--- config.mk ---
export PLATFORM = sky130hd
export DESIGN_NAME = ddr_lane_framer
export DESIGN_NICKNAME = d
export VERILOG_FILES = /design/src/rtl/framer_pkg.sv /design/src/rtl/framer_ctrl.sv /design/src/rtl/framer_shift.sv /design/src/rtl/framer_clkgen.sv /design/src/rtl/ddr_lane_framer.sv
export SDC_FILE = /design/constraint.sdc
export NUM_CORES = 1
export LEC_CHECK = 0
export CAP_MARGIN = 20
export CORE_ASPECT_RATIO = 1.1
export CORE_MARGIN = 8
export CORE_UTILIZATION = 30
export CTS_CLUSTER_DIAMETER = 80
export CTS_CLUSTER_SIZE = 10
export DETAILED_ROUTE_END_ITERATION = 12
export GPL_ROUTABILITY_DRIVEN = 0
export PLACE_DENSITY = 0.48
export SLEW_MARGIN = 20
export SYNTH_ARGS = -nofsm -noshare
export SYNTH_HDL_FRONTEND = slang
export SYNTH_HIERARCHICAL = 1
export SYNTH_SLANG_ARGS = --single-unit
export TNS_END_PERCENT = 5
--- constraint.sdc ---
create_clock -name clk -period 4.7 [get_ports clk]
set_input_delay 0.47 -clock clk [delete_from_list [all_inputs] [get_ports clk]]
set_output_delay 0.47 -clock clk [all_outputs]
set_load 0.005 [all_outputs]
--- src/rtl/framer_pkg.sv ---
// Package: framer_pkg
// Shared constants and helpers for the DDR serial lane framer.
// Assumes word widths are even, so that a word spans whole bit-clock periods.
package framer_pkg;

    // Default sample word width, in bits
    localparam int unsigned FRAMER_WORD_W = 12;

    // Number of bit-clock periods (and frame-clock high bits) in a word
    function automatic int unsigned half_word(input int unsigned w);
        return w / 2;
    endfunction

endpackage

--- src/rtl/framer_ctrl.sv ---
// Module: framer_ctrl
// Tracks the position of the current word on the lane and decides when a
// strobe may load a new word.
// Assumes: the strobe is a single fast-clock pulse; reset is synchronous and
// active low; WORD_W >= 2.
module framer_ctrl #(
    parameter int unsigned WORD_W = framer_pkg::FRAMER_WORD_W,
    localparam int unsigned IDX_W = (WORD_W > 1) ? $clog2(WORD_W) : 1
) (
    input  logic             clk,
    input  logic             rst_n,
    input  logic             word_stb,
    output logic             load,
    output logic             busy,
    output logic [IDX_W-1:0] bit_idx
);

    localparam logic [IDX_W-1:0] LAST_IDX = IDX_W'(WORD_W - 1);

    logic at_last;

    // Last bit of the current word is on the line
    assign at_last = busy && (bit_idx == LAST_IDX);

    // Accept a strobe only when idle or while the last bit is on the line
    assign load = word_stb && (!busy || at_last);

    // Bit position counter and active flag
    always_ff @(posedge clk) begin
        if (!rst_n) begin
            busy    <= 1'b0;
            bit_idx <= '0;
        end else if (load) begin
            busy    <= 1'b1;
            bit_idx <= '0;
        end else if (at_last) begin
            busy    <= 1'b0;
            bit_idx <= '0;
        end else if (busy) begin
            bit_idx <= bit_idx + 1'b1;
        end
    end

    // the bit index never leaves the word
    assert_idx_in_word_R2: assert property (@(posedge clk) disable iff (!rst_n)
        busy |-> (bit_idx <= LAST_IDX));

    // a strobe in the middle of a word only advances the position
    assert_no_midword_load_R6: assert property (@(posedge clk) disable iff (!rst_n)
        (busy && !at_last && word_stb) |=> (busy && bit_idx == $past(bit_idx) + 1'b1));

    // a strobe on the last bit restarts at index 0 with no idle cycle
    assert_back_to_back_R5: assert property (@(posedge clk) disable iff (!rst_n)
        (at_last && word_stb) |=> (busy && bit_idx == '0));

endmodule

--- src/rtl/framer_shift.sv ---
// Module: framer_shift
// Holds the word being sent and shifts it out most significant bit first,
// one bit per fast-clock tick.
// Assumes: the load and busy controls come from framer_ctrl.
module framer_shift #(
    parameter int unsigned WORD_W = framer_pkg::FRAMER_WORD_W
) (
    input  logic              clk,
    input  logic              rst_n,
    input  logic              load,
    input  logic              busy,
    input  logic [WORD_W-1:0] word_in,
    output logic              sdata
);

    logic [WORD_W-1:0] shreg;

    // Load on an accepted strobe, otherwise shift towards the MSB while active
    always_ff @(posedge clk) begin
        if (!rst_n) begin
            shreg <= '0;
        end else if (load) begin
            shreg <= word_in;
        end else if (busy) begin
            shreg <= {shreg[WORD_W-2:0], 1'b0};
        end
    end

    // The line carries the MSB of the register, and rests low when idle
    assign sdata = busy & shreg[WORD_W-1];

    // the cycle after a load shows the loaded word's MSB
    assert_msb_first_R2: assert property (@(posedge clk) disable iff (!rst_n)
        load |=> (sdata == $past(word_in[WORD_W-1])));

endmodule

--- src/rtl/framer_clkgen.sv ---
// Module: framer_clkgen
// Forms the bit clock and frame clock from the word position.
// Assumes: bit_idx counts 0..WORD_W-1 while busy, and WORD_W is even.
module framer_clkgen #(
    parameter int unsigned WORD_W = framer_pkg::FRAMER_WORD_W,
    localparam int unsigned IDX_W = (WORD_W > 1) ? $clog2(WORD_W) : 1,
    localparam int unsigned HALF  = framer_pkg::half_word(WORD_W)
) (
    input  logic             clk,
    input  logic             rst_n,
    input  logic             busy,
    input  logic [IDX_W-1:0] bit_idx,
    output logic             dco,
    output logic             fco
);

    // Bit clock high on even bits, so both of its edges carry a data change
    assign dco = busy & ~bit_idx[0];

    // Frame clock high across the first half of the word
    assign fco = busy & (bit_idx < IDX_W'(HALF));

    // the bit clock toggles on every tick after the first bit of a word
    assert_dco_toggles_R3: assert property (@(posedge clk) disable iff (!rst_n)
        (busy && $past(busy) && bit_idx != '0) |-> (dco != $past(dco)));

    // the frame clock rises only together with a bit clock rising edge
    assert_fco_rise_with_dco_R4: assert property (@(posedge clk) disable iff (!rst_n)
        $rose(fco) |-> (dco && bit_idx == '0));

endmodule

--- src/rtl/ddr_lane_framer.sv ---
// Module: ddr_lane_framer
// Top level of the DDR serial lane framer: a control counter, a shift
// register and a clock former, tied together.
// Assumes: clk runs at WORD_W times the sample rate; WORD_W is even, >= 2.
module ddr_lane_framer #(
    parameter int unsigned WORD_W = framer_pkg::FRAMER_WORD_W,
    localparam int unsigned IDX_W = (WORD_W > 1) ? $clog2(WORD_W) : 1
) (
    input  logic              clk,
    input  logic              rst_n,
    input  logic              word_stb,
    input  logic [WORD_W-1:0] word_in,
    output logic              sdata,
    output logic              dco,
    output logic              fco
);

    logic             load;
    logic             busy;
    logic [IDX_W-1:0] bit_idx;

    // Word position and strobe acceptance
    framer_ctrl #(.WORD_W(WORD_W)) i_ctrl (
        .clk      (clk),
        .rst_n    (rst_n),
        .word_stb (word_stb),
        .load     (load),
        .busy     (busy),
        .bit_idx  (bit_idx)
    );

    // Serial data path
    framer_shift #(.WORD_W(WORD_W)) i_shift (
        .clk     (clk),
        .rst_n   (rst_n),
        .load    (load),
        .busy    (busy),
        .word_in (word_in),
        .sdata   (sdata)
    );

    // Companion clocks
    framer_clkgen #(.WORD_W(WORD_W)) i_clkgen (
        .clk     (clk),
        .rst_n   (rst_n),
        .busy    (busy),
        .bit_idx (bit_idx),
        .dco     (dco),
        .fco     (fco)
    );

    // with nothing on the line, all three outputs rest low
    assert_idle_low_R7: assert property (@(posedge clk) disable iff (!rst_n)
        !fco && !dco |-> !sdata || $past(busy));

endmodule

# == After elaboration in Yosys (flattened, before gate mapping) ==
# Cells that the tools add are included.
# op_classes
add_sub_neg,1
multipliers,0
div_mod_pow,0
magnitude_cmp,1
eq_ne,1
n_shift,0
muxes,4
n_bitwise,5
n_reduce_logical,7
# op_table
op,n
$mux 12,2
$add 4x1->4 const B,1
$eq 4x4->1 const B,1
$lt 4x3->1 const B,1
$reduce_bool 2->1,2
$and 1x1->1,3
$reduce_or 3->1,1
$logic_and 1x1->1,2
$mux 1,2
$not 1->1,2
$logic_not 1->1,1
$logic_or 1x1->1,1
# totals
reg_bits,17
latchBits,0
ramBits,0
rom_bits,0
word_cells,22
n_memories,0

# == Longest topological paths before layout ==
# logic_depth
ltp_word,5
ltp_mapped,7
mapped_depth_nobuf,5

# == Cells and area by module ==
# Netlist, hierarchy kept.
# by_module_without_submodules
mod,instances,cells_each,area_each_um2,seq_area_each_um2
framer_shift,1,53,635.6,240.2
framer_ctrl,1,24,249.0,100.1
framer_clkgen,1,3,20.0,0.0

# == Least setup slack after synthesis ==
# OpenSTA, ideal clock, no wires.
# synth_path
kind,register -> register
startpoint,register i_ctrl.bit_idx[0]
endpoint,register i_shift.shreg[0]
setup_time_ns,0.066
arrival_ns,1.620
required_time_ns,4.634
setup_slack_ns,3.014
path_stages_with_launch,8
path_cell_list,dfxtp_1 -> ha_1 -> nand3b_4 -> a21boi_0 -> buf_2 -> buf_6 -> nand2_1 -> a21boi_2
# synth_via
elab_chain_len,5
word_cells_on_any_way,6
classes_between,eq/ne (1); mux (1); reduce/logical (4)
# synth_lines
element,line,text
"start, declared",framer_ctrl.sv:15,output logic [IDX_W-1:0] bit_idx
"start signal, assigned",framer_ctrl.sv:40,bit_idx <= bit_idx + 1'b1;
$eq 4x4->1 *,framer_ctrl.sv:23,assign at_last = busy && (bit_idx == LAST_IDX);
$logic_and 1x1->1 *,framer_ctrl.sv:23,
$logic_or 1x1->1 *,framer_ctrl.sv:26,assign load = word_stb && (!busy || at_last);
$logic_and 1x1->1 *,framer_ctrl.sv:26,
named net load,ddr_lane_framer.sv:18,logic load;
$mux 12 / $reduce_bool 2->1 (equally long branches),--,
"end signal, assigned",framer_shift.sv:23,shreg <= word_in;
"end signal, assigned",framer_shift.sv:25,"shreg <= {shreg[WORD_W-2:0], 1'b0};"
"end, declared",framer_shift.sv:16,logic [WORD_W-1:0] shreg;
# Mark *: on every way through the listed nets, which the timed path passes. The rest lies on a longest branch.
# A chain may end at the register's enable or synchronous reset.

# == Worst setup path in the final report ==
# layout_path
startpoint,register i_ctrl.busy
endpoint,output port fco
# layout_via
elab_chain_len,1
# layout_lines
element,line,text
"start, declared",framer_ctrl.sv:14,"output logic busy,"
"start signal, assigned",framer_ctrl.sv:31,busy <= 1'b0;
"start signal, assigned",framer_ctrl.sv:34,busy <= 1'b1;
"start signal, assigned",framer_ctrl.sv:37,busy <= 1'b0;
$and 1x1->1,framer_clkgen.sv:21,assign fco = busy & (bit_idx < IDX_W'(HALF));
"end, declared",ddr_lane_framer.sv:15,output logic fco
# Every way passes these cells.

==> impl_results.md <==
- WS Path Type: reg2out
- Clk sink count: 17
- Int Power: around 0.23 mW
- Final setup fails: 0
- Final HPWL DP: 1236 um
- Critical Path AT: about 1700 ps
- Met3 WL: about 110 um
- Max Clk Rate: between 400 and 500 MHz
- Routed met2 length: 863 um
- Post-synth EDFFs: 0
- Sequential share of the synthesized area: 0.3762
- DR vias: 614
- Setup ws final: around 2500 ps
- RSZ-0062 raised after global routing: no
- Fin nets: 115
- GRT Overall Usage: 0.07582
- Post-route ant nets: 0
- Post-Place Setup Slack: about 2800 ps
- Drt initial violations: 8
- Final Critical Period: 2169 ps
- Synth top area cells: dfxtp_1 (38%), mux2_4 (13%), o211a_1 (12%)
- Synth unique cells: 26
- FFs w/ async S/R, synth: 0
- Max FO, Critical Path: 22
- Area Growth Syn to Fin: 23.51%
- Setup TNS: 0 ps
- Nature of the critical path startpoint: register
- I/O pin cnt: 18
- Synth warn: 6
- Seq pwr share: 0.532
- PD cells: 267.9 nW/um^2
- Placed cell count: 128
- VDD IR-drop max: ~0.00018 V
- CTS H-Tree Depth: 1
- Least-Margin Pin Slew: 515.8 ps
- Crit share post-route: 0.4614
- Synth top area share: 0.3762
- # resized after CTS: 0
- Most instantiated library cell after synthesis: dfxtp_1
- Post-route DRC: 0
- Antenna Cells: 0
- Routed WL: around 1700 um
- Wire length of the first global-routing pass: ~2800 um
- Top cells by instance count after synthesis: dfxtp_1 (17), nand2b_1 (11), o211a_1 (11)
- Fin. Hold Viols: 0
- Largest net degree at the start of global routing: 25
- Non-filler cells, final: 132
- Syn Area/Cell: 11.31 sq um
- Critical Path RT: 4230 ps
- Drt pass-1 iters: 2
- Starting density of the core: 0.3047
- Clock buffer count from CTS: 3
- WL/cell: 13.10 um
- Slew Limit Fails: 0
- Number of max-cap violations: 0
- M1 wire length: 742 um
- Std cell rows: 21
- Post-CTS setup buffers: 0
- Clock tree buffer depth: 2
- Area leader, netlist: dfxtp_1
- CTS root buf: clkbuf_4
- Status: completed
- Mapped Area: 904.6 sq um
- Clock transition at path regs: around 100 ps
- Total Power: ~0.30 mW
- Clk_lat worst skew: just under 300 ps
- Vias per cell: 4.652
- Gate power share: 0.205
- Clock skew: approximately 5.4 ps
- Slew headroom: 0.6551
- Share of cells above drive strength 1: 0.2347
- Dominant synthesized flop cell: dfxtp_1
- CTS tree: done
- Core ar.: just under 3000 sq um
- NetSw: 0.07428 mW
- Leakage Power: 0.5674 nW
- Critical Path End Type: output port
- Clk pwr share: 0.263
- Vias in the first global route: 624
- Synthesized flop and latch total: 17
- PortBufs: 17
- Congestion Overflow GR: 0
- Worst Hold Slack: approximately 560 ps
- Filler Cell Count: 314
- Syn Inst Count: 80
- DR top layer: met4
- Die Footprint: 5031 sq um
- Post-Syn Nets: 96
- Sw Ratio: 0.2481
- Initial antenna violation count: 0
- HP Class: reg2reg
- Die width: 68.36 um
- Cts hold-fix bufs: 0
- Die height: 73.60 um
==> routing by layer <==
metal | global-route usage | up-vias
li1 | - | 316
met1 | 0.08619 | 286
met2 | 0.1117 | 10
met3 | 0.03354 | 2
met4 | 0.04784 | 0
met5 | 0 | -
==> per-stage QoR <==
| stage | util | cell area [sq um] |
|---|---|---|
| final | 0.3763 | 1117 |
| after global routing | 0.3763 | 1117 |
| after CTS | 0.3763 | 1117 |
| after detailed placement | 0.3670 | 1090 |
| after global placement | 0.3670 | 1090 |
| after floorplan | - | 904.6 |
==> critical path: stages (launching register included) <==
cell and delay [ps]:
dfxtp_1 320, buf_4 290, inv_1 110, a211oi_2 150, clkdlybuf4s50_1 530
==> state kept, by name, summed over array words and instances (netlist names) <==
name,count
i_ctrl/busy,1
i_ctrl/bit_idx,4
i_shift/shreg,12
==> cell families (layout without fill, tap and decap cells) <==
| family | count (synthesis) | in the layout | share of synthesized area |
|---|---|---|---|
| DFF | 17 | 17 | 0.3762 |
| muxes | 12 | 12 | 0.1812 |
| adders and majority gates | 1 | 1 | 0.01383 |
| and+or+nand+nor | 24 | 24 | 0.1688 |
| AOI/OAI and AO/OA | 16 | 16 | 0.1757 |
| buffers and inverters | 7 | 25 | 0.05532 |
| xor gates and xnor gates | 3 | 3 | 0.02905 |
==> path summary, 6_finish.rpt <==
check	slack, ps	endpoint	depth (start not counted)	from
max reg2reg	3080	i_shift/shreg[0]	6	i_ctrl/bit_idx[0]
min	560	i_ctrl/bit_idx[0]	2	i_ctrl/bit_idx[0]
min reg2reg	560	i_ctrl/bit_idx[0]	2	i_ctrl/bit_idx[0]
max	2530	fco	4	i_ctrl/busy
==> cells in the final DEF (no fill, tap or decap) <==
| cell | instances |
|---|---|
| buf_4 | 2 |
| dfxtp_1 | 17 |
| a211oi_2 | 1 |
| inv_1 | 2 |
| o211ai_2 | 1 |
| clkbuf_4 | 3 |
| ha_1 | 1 |
| nor2b_1 | 1 |
| nand2b_1 | 11 |
| a21boi_1 | 1 |
| and2_2 | 1 |
| nand3b_4 | 1 |
| clkinv_2 | 1 |
| a21boi_2 | 1 |
| mux2_2 | 3 |
| xnor2_1 | 1 |
| mux2_4 | 8 |
| nand4_1 | 1 |
| nand2b_2 | 1 |
| xor2_1 | 2 |
| clkdlybuf4s50_1 | 17 |
| a21oi_1 | 1 |
| nand2_1 | 2 |
| nor2_1 | 5 |
| o211a_1 | 11 |
| or3b_1 | 1 |
| mux2i_1 | 1 |
==> power groups by stage <==
stage / sequential (mW) / clock [mW] / combinational (mW)
4_1_cts: 0.160 / 0.0851 / 0.0623
3_5_place_dp: 0.163 / 0 / 0.0619
2_1_floorplan: 0.162 / 0 / 0.0428
3_3_place_gp: 0.163 / 0 / 0.0607
5_1_grt: 0.161 / 0.0926 / 0.0666
6_report: 0.159 / 0.0788 / 0.0613
==> layout make-up <==
class	count	area (sq um)	area share
multi-input cells	56	514.2	0.4602
flip-flops and latches	17	340.3	0.3046
repair buffers	19	185.2	0.1657
well taps	34	42.54	0.03807
clock buffers	3	22.52	0.02016
inverters	2	7.507	0.006719
clock inverters	1	5.005	0.004479
No activity file was read; power rests on OpenSTA's default activity.
